**config.mk**
```make
export PLATFORM = sky130hd
export DESIGN_NAME = sextet_timer_unit
export DESIGN_NICKNAME = d
export VERILOG_FILES = /design/src/rtl/stu_pkg.sv /design/src/rtl/stu_chan.sv /design/src/rtl/stu_irq.sv /design/src/rtl/sextet_timer_unit.sv
export SDC_FILE = /design/constraint.sdc
export NUM_CORES = 1
export LEC_CHECK = 0
export BUFFER_PORTS_ARGS = -buffer_cell sky130_fd_sc_hd__buf_2
export CAP_MARGIN = 20
export CORE_AREA = 2 2 186 262
export CTS_CLUSTER_SIZE = 25
export DETAILED_ROUTE_END_ITERATION = 6
export DIE_AREA = 0 0 188 264
export HOLD_SLACK_MARGIN = 0.02
export PLACE_DENSITY = 0.77
export SYNTH_ARGS = -nofsm -noshare
export SYNTH_HDL_FRONTEND = slang
export SYNTH_SLANG_ARGS = --single-unit
```
**constraint.sdc**
```tcl
create_clock -name clk -period 17.8 [get_ports clk]
set_input_delay 1.78 -clock clk [delete_from_list [all_inputs] [get_ports clk]]
set_output_delay 1.78 -clock clk [all_outputs]
set_load 0.01 [all_outputs]
```
**src/rtl/stu_pkg.sv**
```systemverilog
package stu_pkg;
  localparam logic [31:0] ID_VALUE   = 32'h0000_5900;
  localparam logic [31:0] CLKCTL_MSK = 32'h0000_0111;
  localparam logic [31:0] MODE_MSK   = 32'h0000_05C4;
  localparam int ADR_CLKCTL = 'h00;
  localparam int ADR_ID     = 'h08;
  localparam int ADR_IEN    = 'hF4;
  localparam int ADR_ICTL   = 'hF8;
  localparam int ADR_IPEND  = 'hFC;
  localparam int OFS_MODE = 'h00;
  localparam int OFS_RUN  = 'h08;
  localparam int OFS_RLD  = 'h10;
  localparam int OFS_CNT  = 'h18;
  localparam int CLKCTL_DIS = 0;
  localparam int CLKCTL_RUN = 8;
  localparam int RUN_GO = 0;
  localparam int RUN_RL = 2;

  // Pairs share a 0x20 window; the second timer of a pair sits 4 bytes up.
  function automatic int chan_base(input int idx);
    return 'h10 + (idx / 2) * 'h20 + (idx % 2) * 4;
  endfunction
endpackage

```
**src/rtl/stu_chan.sv**
```systemverilog
module stu_chan #(
  parameter int CNT_W  = 32,
  parameter int DATA_W = 32
) (
  input  logic              clk,
  input  logic              rst_ni,
  input  logic              tick_en,
  input  logic              wr_mode,
  input  logic              wr_run,
  input  logic              wr_rld,
  input  logic [DATA_W-1:0] wdata,
  output logic [DATA_W-1:0] mode_q,
  output logic [DATA_W-1:0] run_rd,
  output logic [CNT_W-1:0]  rld_q,
  output logic [CNT_W-1:0]  cnt_q,
  output logic              expire
);
  import stu_pkg::*;

  logic              go_q, go_d;
  logic              rl_q, rl_d;
  logic [DATA_W-1:0] mode_d;
  logic [CNT_W-1:0]  rld_d, cnt_d;
  logic              active, cnt_en;

  always_comb begin
    mode_d = wr_mode ? (wdata & DATA_W'(MODE_MSK)) : mode_q;
    go_d   = wr_run ? wdata[RUN_GO] : go_q;
    rl_d   = wr_run ? wdata[RUN_RL] : 1'b0;
    rld_d  = wr_rld ? wdata[CNT_W-1:0] : rld_q;
    active = go_q & tick_en;
    cnt_en = rl_q | active;
    expire = 1'b0;
    cnt_d  = cnt_q;
    if (rl_q) begin
      cnt_d = rld_q;
    end else if (active) begin
      if (cnt_q == '0) begin
        cnt_d  = rld_q;
        expire = 1'b1;
      end else begin
        cnt_d = cnt_q - CNT_W'(1);
      end
    end
    run_rd         = '0;
    run_rd[RUN_GO] = go_q;
    run_rd[RUN_RL] = rl_q;
  end

  always_ff @(posedge clk or negedge rst_ni) begin
    if (!rst_ni) begin
      mode_q <= '0;
      go_q   <= 1'b0;
      rl_q   <= 1'b0;
      rld_q  <= '0;
    end else begin
      mode_q <= mode_d;
      go_q   <= go_d;
      rl_q   <= rl_d;
      rld_q  <= rld_d;
    end
  end

  always_ff @(posedge clk or negedge rst_ni) begin
    if (!rst_ni)     cnt_q <= '0;
    else if (cnt_en) cnt_q <= cnt_d;
  end

  assert_preset_load_R6: assert property (@(posedge clk) disable iff (!rst_ni)
    rl_q |=> (cnt_q == $past(rld_q)));
  assert_preset_clear_R6: assert property (@(posedge clk) disable iff (!rst_ni)
    (rl_q && !wr_run) |=> !rl_q);
  assert_hold_idle_R8: assert property (@(posedge clk) disable iff (!rst_ni)
    (!rl_q && !(go_q && tick_en)) |=> $stable(cnt_q));
  assert_gate_R3: assert property (@(posedge clk) disable iff (!rst_ni)
    (!tick_en && !rl_q) |=> $stable(cnt_q));
  assert_step_down_R7: assert property (@(posedge clk) disable iff (!rst_ni)
    (!rl_q && go_q && tick_en && cnt_q != '0) |=> (cnt_q == $past(cnt_q) - CNT_W'(1)));
endmodule

```
**src/rtl/stu_irq.sv**
```systemverilog
module stu_irq #(
  parameter int N = 6
) (
  input  logic         clk,
  input  logic         rst_ni,
  input  logic         wr_en,
  input  logic         wr_ctl,
  input  logic         wr_pend,
  input  logic [N-1:0] wdata,
  input  logic [N-1:0] set,
  output logic [N-1:0] en_q,
  output logic [N-1:0] ctl_q,
  output logic [N-1:0] pend_q,
  output logic [N-1:0] irq
);
  logic [N-1:0] en_d, ctl_d, pend_d, clr;

  always_comb begin
    clr    = wr_pend ? wdata : '0;
    pend_d = (pend_q & ~clr) | set;
    en_d   = wr_en  ? wdata : en_q;
    ctl_d  = wr_ctl ? wdata : ctl_q;
    irq    = pend_q & en_q;
  end

  always_ff @(posedge clk or negedge rst_ni) begin
    if (!rst_ni) begin
      en_q   <= '0;
      ctl_q  <= '0;
      pend_q <= '0;
    end else begin
      en_q   <= en_d;
      ctl_q  <= ctl_d;
      pend_q <= pend_d;
    end
  end

  for (genvar i = 0; i < N; i++) begin : g_chk
    assert_pend_set_R7: assert property (@(posedge clk) disable iff (!rst_ni)
      set[i] |=> pend_q[i]);
    assert_pend_w1c_R10: assert property (@(posedge clk) disable iff (!rst_ni)
      (wr_pend && wdata[i] && !set[i]) |=> !pend_q[i]);
    assert_pend_sticky_R10: assert property (@(posedge clk) disable iff (!rst_ni)
      (pend_q[i] && !(wr_pend && wdata[i])) |=> pend_q[i]);
  end
endmodule

```
**src/rtl/sextet_timer_unit.sv**
```systemverilog
module sextet_timer_unit #(
  parameter int N_TMR  = 6,
  parameter int CNT_W  = 32,
  parameter int ADDR_W = 8,
  parameter int DATA_W = 32
) (
  input  logic              clk,
  input  logic              rst_n,
  input  logic              bus_wr,
  input  logic [ADDR_W-1:0] bus_addr,
  input  logic [DATA_W-1:0] bus_wdata,
  output logic [DATA_W-1:0] bus_rdata,
  output logic [N_TMR-1:0]  irq_out
);
  import stu_pkg::*;

  localparam int SYNC_STAGES = 2;

  logic [SYNC_STAGES-1:0] rst_sync;
  logic                   rst_ni;

  always_ff @(posedge clk or negedge rst_n) begin
    if (!rst_n) rst_sync <= '0;
    else        rst_sync <= {rst_sync[SYNC_STAGES-2:0], 1'b1};
  end
  assign rst_ni = rst_sync[SYNC_STAGES-1];

  logic [DATA_W-1:0] clkctl_q, clkctl_d;
  logic              clkctl_we, unit_on;

  always_comb begin
    clkctl_we = bus_wr && (bus_addr == ADDR_W'(ADR_CLKCTL));
    clkctl_d  = clkctl_we ? (bus_wdata & DATA_W'(CLKCTL_MSK)) : clkctl_q;
    unit_on   = !clkctl_q[CLKCTL_DIS] && clkctl_q[CLKCTL_RUN];
  end

  always_ff @(posedge clk or negedge rst_ni) begin
    if (!rst_ni) clkctl_q <= DATA_W'(1);
    else         clkctl_q <= clkctl_d;
  end

  logic [DATA_W-1:0] mode_v [N_TMR];
  logic [DATA_W-1:0] run_v  [N_TMR];
  logic [CNT_W-1:0]  rld_v  [N_TMR];
  logic [CNT_W-1:0]  cnt_v  [N_TMR];
  logic [N_TMR-1:0]  expire_v;

  for (genvar i = 0; i < N_TMR; i++) begin : g_tmr
    localparam int BASE = chan_base(i);
    logic hit_mode, hit_run, hit_rld;
    assign hit_mode = bus_wr && (bus_addr == ADDR_W'(BASE + OFS_MODE));
    assign hit_run  = bus_wr && (bus_addr == ADDR_W'(BASE + OFS_RUN));
    assign hit_rld  = bus_wr && (bus_addr == ADDR_W'(BASE + OFS_RLD));

    stu_chan #(.CNT_W(CNT_W), .DATA_W(DATA_W)) u_chan (
      .clk     (clk),
      .rst_ni  (rst_ni),
      .tick_en (unit_on),
      .wr_mode (hit_mode),
      .wr_run  (hit_run),
      .wr_rld  (hit_rld),
      .wdata   (bus_wdata),
      .mode_q  (mode_v[i]),
      .run_rd  (run_v[i]),
      .rld_q   (rld_v[i]),
      .cnt_q   (cnt_v[i]),
      .expire  (expire_v[i])
    );
  end

  logic [N_TMR-1:0] ien_q, ictl_q, pend_q;
  logic             wr_ien, wr_ictl, wr_pend;

  assign wr_ien  = bus_wr && (bus_addr == ADDR_W'(ADR_IEN));
  assign wr_ictl = bus_wr && (bus_addr == ADDR_W'(ADR_ICTL));
  assign wr_pend = bus_wr && (bus_addr == ADDR_W'(ADR_IPEND));

  stu_irq #(.N(N_TMR)) u_irq (
    .clk     (clk),
    .rst_ni  (rst_ni),
    .wr_en   (wr_ien),
    .wr_ctl  (wr_ictl),
    .wr_pend (wr_pend),
    .wdata   (bus_wdata[N_TMR-1:0]),
    .set     (expire_v),
    .en_q    (ien_q),
    .ctl_q   (ictl_q),
    .pend_q  (pend_q),
    .irq     (irq_out)
  );

  always_comb begin
    bus_rdata = '0;
    if (bus_addr == ADDR_W'(ADR_CLKCTL)) bus_rdata = clkctl_q;
    if (bus_addr == ADDR_W'(ADR_ID))     bus_rdata = DATA_W'(ID_VALUE);
    if (bus_addr == ADDR_W'(ADR_IEN))    bus_rdata = DATA_W'(ien_q);
    if (bus_addr == ADDR_W'(ADR_ICTL))   bus_rdata = DATA_W'(ictl_q);
    if (bus_addr == ADDR_W'(ADR_IPEND))  bus_rdata = DATA_W'(pend_q);
    for (int i = 0; i < N_TMR; i++) begin
      if (bus_addr == ADDR_W'(chan_base(i) + OFS_MODE)) bus_rdata = mode_v[i];
      if (bus_addr == ADDR_W'(chan_base(i) + OFS_RUN))  bus_rdata = run_v[i];
      if (bus_addr == ADDR_W'(chan_base(i) + OFS_RLD))  bus_rdata = DATA_W'(rld_v[i]);
      if (bus_addr == ADDR_W'(chan_base(i) + OFS_CNT))  bus_rdata = DATA_W'(cnt_v[i]);
    end
  end

  assert_disabled_after_reset_R1: assert property (@(posedge clk) disable iff (!rst_ni)
    $rose(rst_ni) |-> clkctl_q[CLKCTL_DIS]);
endmodule

```
==> summary.txt, run 1 <==
Outcome
  – Status: complete, but fails checks
  – Failing checks: DRC

STA
  – Final setup margin: 11.14 ns
  – Fin. Hold Viols: 0
  – Fmax achieved: 0.150 GHz
  – Slew HR: 0.231
  – Worst slew pin tran: 1.15 ns
  – Final period util: 0.374
  – Worst Skew: 0.0175 ns
  – RSZ-0062 raised after global routing: false
  – Total negative slack: 0 ns
  – Final setup viols: 0
  – Max-slew violations: 0
  – Fin crit period: 6.66 ns

Synth
  – Top FF cell, synth: dfrtp_1
  – Post-synth top cells: dfrtp_1 (448), o21ai_0 (262), mux2_2 (241)
  – Sequential share of the synthesized area: 0.436
  – Post-synth EDFFs: 0
  – Seq cells post-synth: 449
  – Distinct cells, synth: 90
  – Top-count cell post-synth: dfrtp_1
  – Synth top area share: 0.435
  – Dominant cell type by area after synthesis: dfrtp_1
  – Asr flop ratio synth: 1.00
  – Post-Syn Instances: 2786
  – Post-Synthesis Cell Area: 25800 um^2
  – Syn_area_per_cell: 9.25 um^2
  – Synth Warn #: 0
  – Post-synthesis net count: 2836
  – Area contributors post-synth: dfrtp_1 (43%), mux2_2 (11%), o21ai_0 (5.1%)

Route
  – Drt first pass iters: 7
  – Post-DRT Antenna Nets: 0
  – Iteration-0 DRC count of the detailed router: 3359
  – Final wirelength: 99300 um
  – Residual DRC: 2
  – Drt wl/cell: 29.0 um
  – Via/cell ratio: 7.25
  – Routed vias: 24900

Setup path
  – Setup crit end kind: output pin
  – Worst Setup Start Kind: input port
  – WP buf/inv: 4
  – Critical path required time: 16.02 ns
  – Setup CP Type: in -> out
  – Top delay family on crit path: simple AND/OR/NAND/NOR gates
  – CP Cell Sequence: buf_2, buf_4, or4b_2, nor2_2, buf_4, a21oi_1, a222oi_1, o21ai_0, nor2_1, buf_2
  – Crit path largest cell delay: 0.81 ns
  – Crit-path max FO: 38
  – Arr. time, crit path: 4.88 ns
  – Critical path's slowest cell: or4b_2

GRT
  – Vias in the first global route: 24100
  – Initial antenna violation count: 5
  – Largest net degree at the start of global routing: 82
  – Met3 Use GR: 0.0586
  – Grt peak-use layer: met2
  – Grt total ovfl: 0
  – Met2 usage: 0.656
  – Overall routing resource usage: 0.396
  – First-pass GRT wire length: 150000 um
  – M1 GR Usage: 0.482

Clock tree
  – Worst skew pair latency: 0.58 ns
  – CTS Buffer Depth: 3
  – Post-CTS Setup Inserts: 0
  – Hold buffers post-CTS: 0
  – H-tree levels: 2
  – Worst-path clk slew: 0.06 ns
  – CTS tree: done
  – Resized cells post-CTS: 0
  – Clk root buf: clkbuf_16
  – CTS Sinks: 449
  – Num CTS Buffers: 48

Floorplanning
  – Core Box Area: 47400 um^2
  – I/O pins: 81
  – Die Span X: 188 um
  – Site row count: 95
  – Initial core utilization: 0.543
  – Chip height: 264 um
  – Die footprint: 49600 um^2

Power
  – Power share of the clock group: 0.457
  – Sw power: 564 uW
  – Logic gate share of total power: 0.061
  – Seq pwr share: 0.482
  – Sw Share: 0.248
  – P_int: 1710 uW
  – Leakage: 0.0125 uW
  – VDD IR max: 76.5 uV
  – Pwr dens: 80.0 nW/um^2

Finish
  – Final std cells w/o fill: 3428
  – # nets final: 2810
  – Share of layout cells above drive strength 1: 0.183
  – P&R area growth vs syn: 10.1%

Worst hold path
  – Worst min path class: reg -> reg

Placement
  – Global placement routability congestion: 1.01
  – DP HPWL: 71500 um
  – Port bufs: 80
  – Place WS: 11.25 ns
  – Dpl cells: 3338

Run
  – Max cap viols: 0
## cells by family after synthesis
group / after synthesis / share of synthesized area
buffers and inverters: 278 / 0.0416
flip-flops: 449 / 0.436
multiplexers: 268 / 0.116
other: 1 / 0.000145
adder cells (fa/ha/maj): 7 / 0.00340
AND/OR/NAND/NOR: 839 / 0.170
XOR/XNOR: 4 / 0.00136
AO/OA/AOI/OAI: 940 / 0.231
## layout by cell type, fill, tap and decap left out, types with 15 or more instances in the layout
| cell | netlist | routed |
|---|---|---|
| a211oi_1 | 20 | 20 |
| a21o_1 | 27 | 27 |
| a21oi_1 | 215 | 212 |
| a222oi_1 | 23 | 23 |
| a22oi_1 | 81 | 81 |
| a31oi_1 | 33 | 33 |
| and2_1 | 16 | 16 |
| and3_1 | 15 | 15 |
| buf_2 | 6 | 79 |
| buf_4 | 2 | 62 |
| clkbuf_16 | 0 | 49 |
| dfrtp_1 | 448 | 447 |
| inv_1 | 58 | 58 |
| mux2_2 | 241 | 241 |
| mux2i_1 | 20 | 20 |
| nand2_1 | 153 | 153 |
| nand3_1 | 103 | 103 |
| nand4_1 | 31 | 31 |
| nor2_1 | 176 | 170 |
| nor2b_1 | 15 | 15 |
| nor3_1 | 108 | 107 |
| nor4_1 | 72 | 71 |
| o211ai_1 | 22 | 22 |
| o21a_1 | 17 | 17 |
| o21ai_0 | 262 | 262 |
| o21ai_1 | 53 | 53 |
| o22a_1 | 15 | 15 |
| o22ai_1 | 31 | 31 |
| o2bb2ai_1 | 17 | 17 |
| or3_1 | 36 | 36 |
| or4_1 | 31 | 31 |
## sequential cells by signal (all words and copies together), names as in the netlist
signal and cells:
u_irq.ctl_q 6, g_tmr.u_chan.rl_q 6, g_tmr.u_chan.rld_q 192, u_irq.pend_q 6, g_tmr.u_chan.cnt_q 192, u_irq.en_q 6, clkctl_q 3, g_tmr.u_chan.mode_q 30
rst_sync 2, g_tmr.u_chan.go_q 6
## worst reg2reg max path: stages, from the launching register on
cell and delay (ns):
dfrtp_1 0.43, inv_1 0.14, ha_1 0.23, nor4b_1 0.67, nand2_1 0.39, nor4_4 0.64
or2_1 0.87, o21ai_0 0.25, o2bb2ai_1 0.17
## worst paths after layout
kind                                              to  slack [ns]                startpoint  cells past startpoint
setup / recovery                        bus_rdata[4]       11.14               bus_addr[2]                     10
hold / removal                           rst_sync[1]        0.36               rst_sync[0]                      0
setup reg to reg           g_tmr[1].u_chan.cnt_q[25]       13.87  g_tmr[1].u_chan.cnt_q[0]                      8
max in group asynchronous   g_tmr[5].u_chan.rld_q[6]       14.12               rst_sync[1]                      3
min in group asynchronous  g_tmr[0].u_chan.cnt_q[25]        0.44               rst_sync[1]                      0
hold reg to reg                          rst_sync[1]        0.36               rst_sync[0]                      0
## layer usage
| metal | up-vias | part of all wire |
|---|---|---|
| met2 | 1702 | 0.47 |
| met3 | 448 | 0.092 |
| li1 | 10600 | - |
| met4 | 2 | 0.077 |
| met5 | - | 0.00013 |
| met1 | 12100 | 0.36 |
## final cells by class
type                       instances  area, um^2
fill                            4049       19000
multi-input combinational       2059       13600
sequential                       449       11200
inverter                          59         221
timing repair buffer             143         916
antenna                            2        5.00
clock inverter                    17         203
tap                              630         788
clock buffer                      69        1410
## per-stage QoR
| stage | power, uW | hold WS, ns | util | instance area, um^2 |
|---|---|---|---|---|
| 6_report | 2270 | 0.357 | 0.598 | 28400 |
| 5_1_grt | 2330 | 0.374 | 0.598 | 28400 |
| 4_1_cts | 2270 | 0.361 | 0.597 | 28300 |
| 3_5_place_dp | 1250 | 0.347 | 0.563 | 26700 |
| 3_3_place_gp | 1240 | 0.343 | 0.563 | 26700 |
| 2_1_floorplan | 1180 | 0.331 | - | 25800 |
## power groups by stage
| stage | Clock (uW) | Combinational, uW | Sequential (uW) |
|---|---|---|---|
| after floorplan | 0 | 72.6 | 1100 |
| after global placement | 0 | 132 | 1110 |
| after detailed placement | 0 | 135 | 1110 |
| after CTS | 1040 | 136 | 1090 |
| after global routing | 1080 | 148 | 1100 |
| final | 1040 | 139 | 1090 |
(Power assumes the default switching activity.)
==> inputs of run 2 (changes only) <==
- clock period: 17.8 -> 6.8 ns (I/O delays scaled with it)
==> run 2 against run 1 <==
  * The flow still finishes with violations (DRC)
  * Routed wire length about the same
  * Non-clock buffer count up 4
  * Global-route usage increased by 0.22 points
  * Clock skew increased by 0.0025 ns
  * Sequential cell count unchanged
  * Combinational power increased to 2.7 times the previous value
  * Via count grew 0.49%
  * Cell area about the same
  * Critical path depth shrank 1
  * Core utilization about the same
  * Largest power group unchanged
==> summary.txt, run 2 (synthesis gave the netlist of run 1 again) <==
Setup path
  – Arr. time, crit path: 4.05 ns
  – Crit path largest cell delay: 0.73 ns
  – Worst Setup Start Kind: input port
  – Critical path's slowest cell: buf_4
  – Top delay family on crit path: buffers and inverters
  – Setup crit end kind: output pin
  – Critical path required time: 6.12 ns
  – CP Cell Sequence: buf_4, buf_4, inv_1, a211oi_1, a221oi_1, o21ai_0, o21ai_0, nand4_1, buf_2
  – Crit-path max FO: 72
  – Setup CP Type: in -> out
  – WP buf/inv: 4

Finish
  – Commonest non-fill, non-tap cell in the layout: dfrtp_1
  – # nets final: 2813
  – Commonest cells after routing, fill and taps aside: dfrtp_1 (447), o21ai_0 (262), mux2_2 (241)
  – # fillers: 4076
  – P&R area growth vs syn: 10.1%
  – Regs by FF count: g_tmr.u_chan.cnt_q: 192 flops, g_tmr.u_chan.rld_q: 192 flops, g_tmr.u_chan.mode_q: 30 flops
  – Share of layout cells above drive strength 1: 0.182

STA
  – Worst hold slack: 0.322 ns
  – Worst slew pin tran: 1.16 ns
  – Fin crit period: 4.73 ns
  – Final period util: 0.696
  – Worst Skew: 0.0200 ns
  – Slew HR: 0.225
  – Fin. Hold Viols: 0
  – Max-slew violations: 0
  – Final setup viols: 0
  – RSZ-0062 raised after global routing: false
  – Total negative slack: 0 ns
  – Fmax achieved: 0.211 GHz

GRT
  – Vias in the first global route: 24400
  – First-pass GRT wire length: 151000 um
  – Overall routing resource usage: 0.398
  – Grt total ovfl: 0
  – Initial antenna violation count: 5
  – Largest net degree at the start of global routing: 112

Route
  – Post-DRT Antenna Nets: 0
  – Iteration-0 DRC count of the detailed router: 3367
  – Drt wl/cell: 29.0 um
  – Final wirelength: 99400 um
  – Via/cell ratio: 7.29
  – Drt first pass iters: 7
  – Routed vias: 25000
  – Residual DRC: 4

Clock tree
  – H-tree levels: 2
  – Worst skew pair latency: 0.59 ns
  – Worst-path clk slew: 0.06 ns
  – CTS Sinks: 449
  – Clk root buf: clkbuf_16
  – CTS Buffer Depth: 3
  – Num CTS Buffers: 47
  – Resized cells post-CTS: 0
  – CTS tree: done

Floorplanning
  – Die Span X: 188 um
  – Core Box Area: 47400 um^2
  – Initial core utilization: 0.543
  – Die footprint: 49600 um^2
  – I/O pins: 81
  – Site row count: 95
  – Chip height: 264 um

Power
  – VDD IR max: 183 uV
  – Design Power: 5900 uW
  – Pwr dens: 208 nW/um^2
  – Leakage: 0.0125 uW

Outcome
  – Failing checks: DRC
  – Status: complete, but fails checks

Run
  – Max cap viols: 0

Placement
  – DP HPWL: 72400 um
  – Global placement routability congestion: 1.04
  – Port bufs: 80

Worst hold path
  – Worst min path class: reg -> async
run 2: worst register-to-register path: stages, from the launching register on:
cell       delay (ns)
dfrtp_1          0.42
inv_1            0.21
ha_1             0.26
nor4b_1          0.71
nand2_1          0.42
nor4_4           0.30
buf_4            0.34
or2_1            0.79
o21ai_0          0.23
o2bb2ai_1        0.17
run 2: stage by stage:
step | util | setup slack (ns) | std cells | instance area, um^2
floorplan | - | 2.41 | 2786 | 25800
global placement | 0.564 | 2.36 | 3340 | 26700
detailed placement | 0.564 | 2.29 | 3341 | 26700
CTS | 0.597 | 2.28 | 3424 | 28300
global route | 0.598 | 2.02 | 3427 | 28400
finish | 0.598 | 2.07 | 3428 | 28400
run 2: final timing paths:
path | start | endpoint | slack, ns | depth (start not counted)
max in group asynchronous | rst_sync[1] | g_tmr[5].u_chan.cnt_q[8] | 4.72 | 2
max reg2reg | g_tmr[1].u_chan.cnt_q[0] | g_tmr[1].u_chan.cnt_q[27] | 2.81 | 9
max | bus_addr[3] | bus_rdata[31] | 2.07 | 9
min reg2reg | rst_sync[1] | g_tmr[0].u_chan.cnt_q[18] | 0.32 | 0
min in group clk | rst_sync[0] | rst_sync[1] | 0.37 | 0
min | rst_sync[1] | g_tmr[0].u_chan.cnt_q[18] | 0.32 | 0
run 2: power breakdown:
| group | switching (uW) | leakage, uW | internal [uW] |
|---|---|---|---|
| clock | 1120 | 0.000771 | 1550 |
| combinational | 249 | 0.00580 | 123 |
| sequential | 106 | 0.00594 | 2760 |
run 2: what timing repair did:
item,4_1_cts,5_1_grt
endpoints found under the hold margin,2,0
buffers inserted,0,0
hold buffers,1,0
run 2: layer usage:
layer	vias to the layer above	wire, um	GRT usage
met5	-	24	0
met4	4	7940	0.261
met3	492	9160	0.0727
met2	1728	46900	0.653
met1	12200	35300	0.480
li1	10500	-	-
run 2: area by class of cell:
cell class              instances  area (um^2)  area share
diodes                          2         5.00    0.000176
clock buffers                  70         1430      0.0502
well taps                     630          788      0.0278
clock inverters                12          140     0.00494
flip-flops and latches        449        11200       0.396
inverters                      59          221     0.00780
repair buffers                147          968      0.0341
multi-input cells            2059        13600       0.479
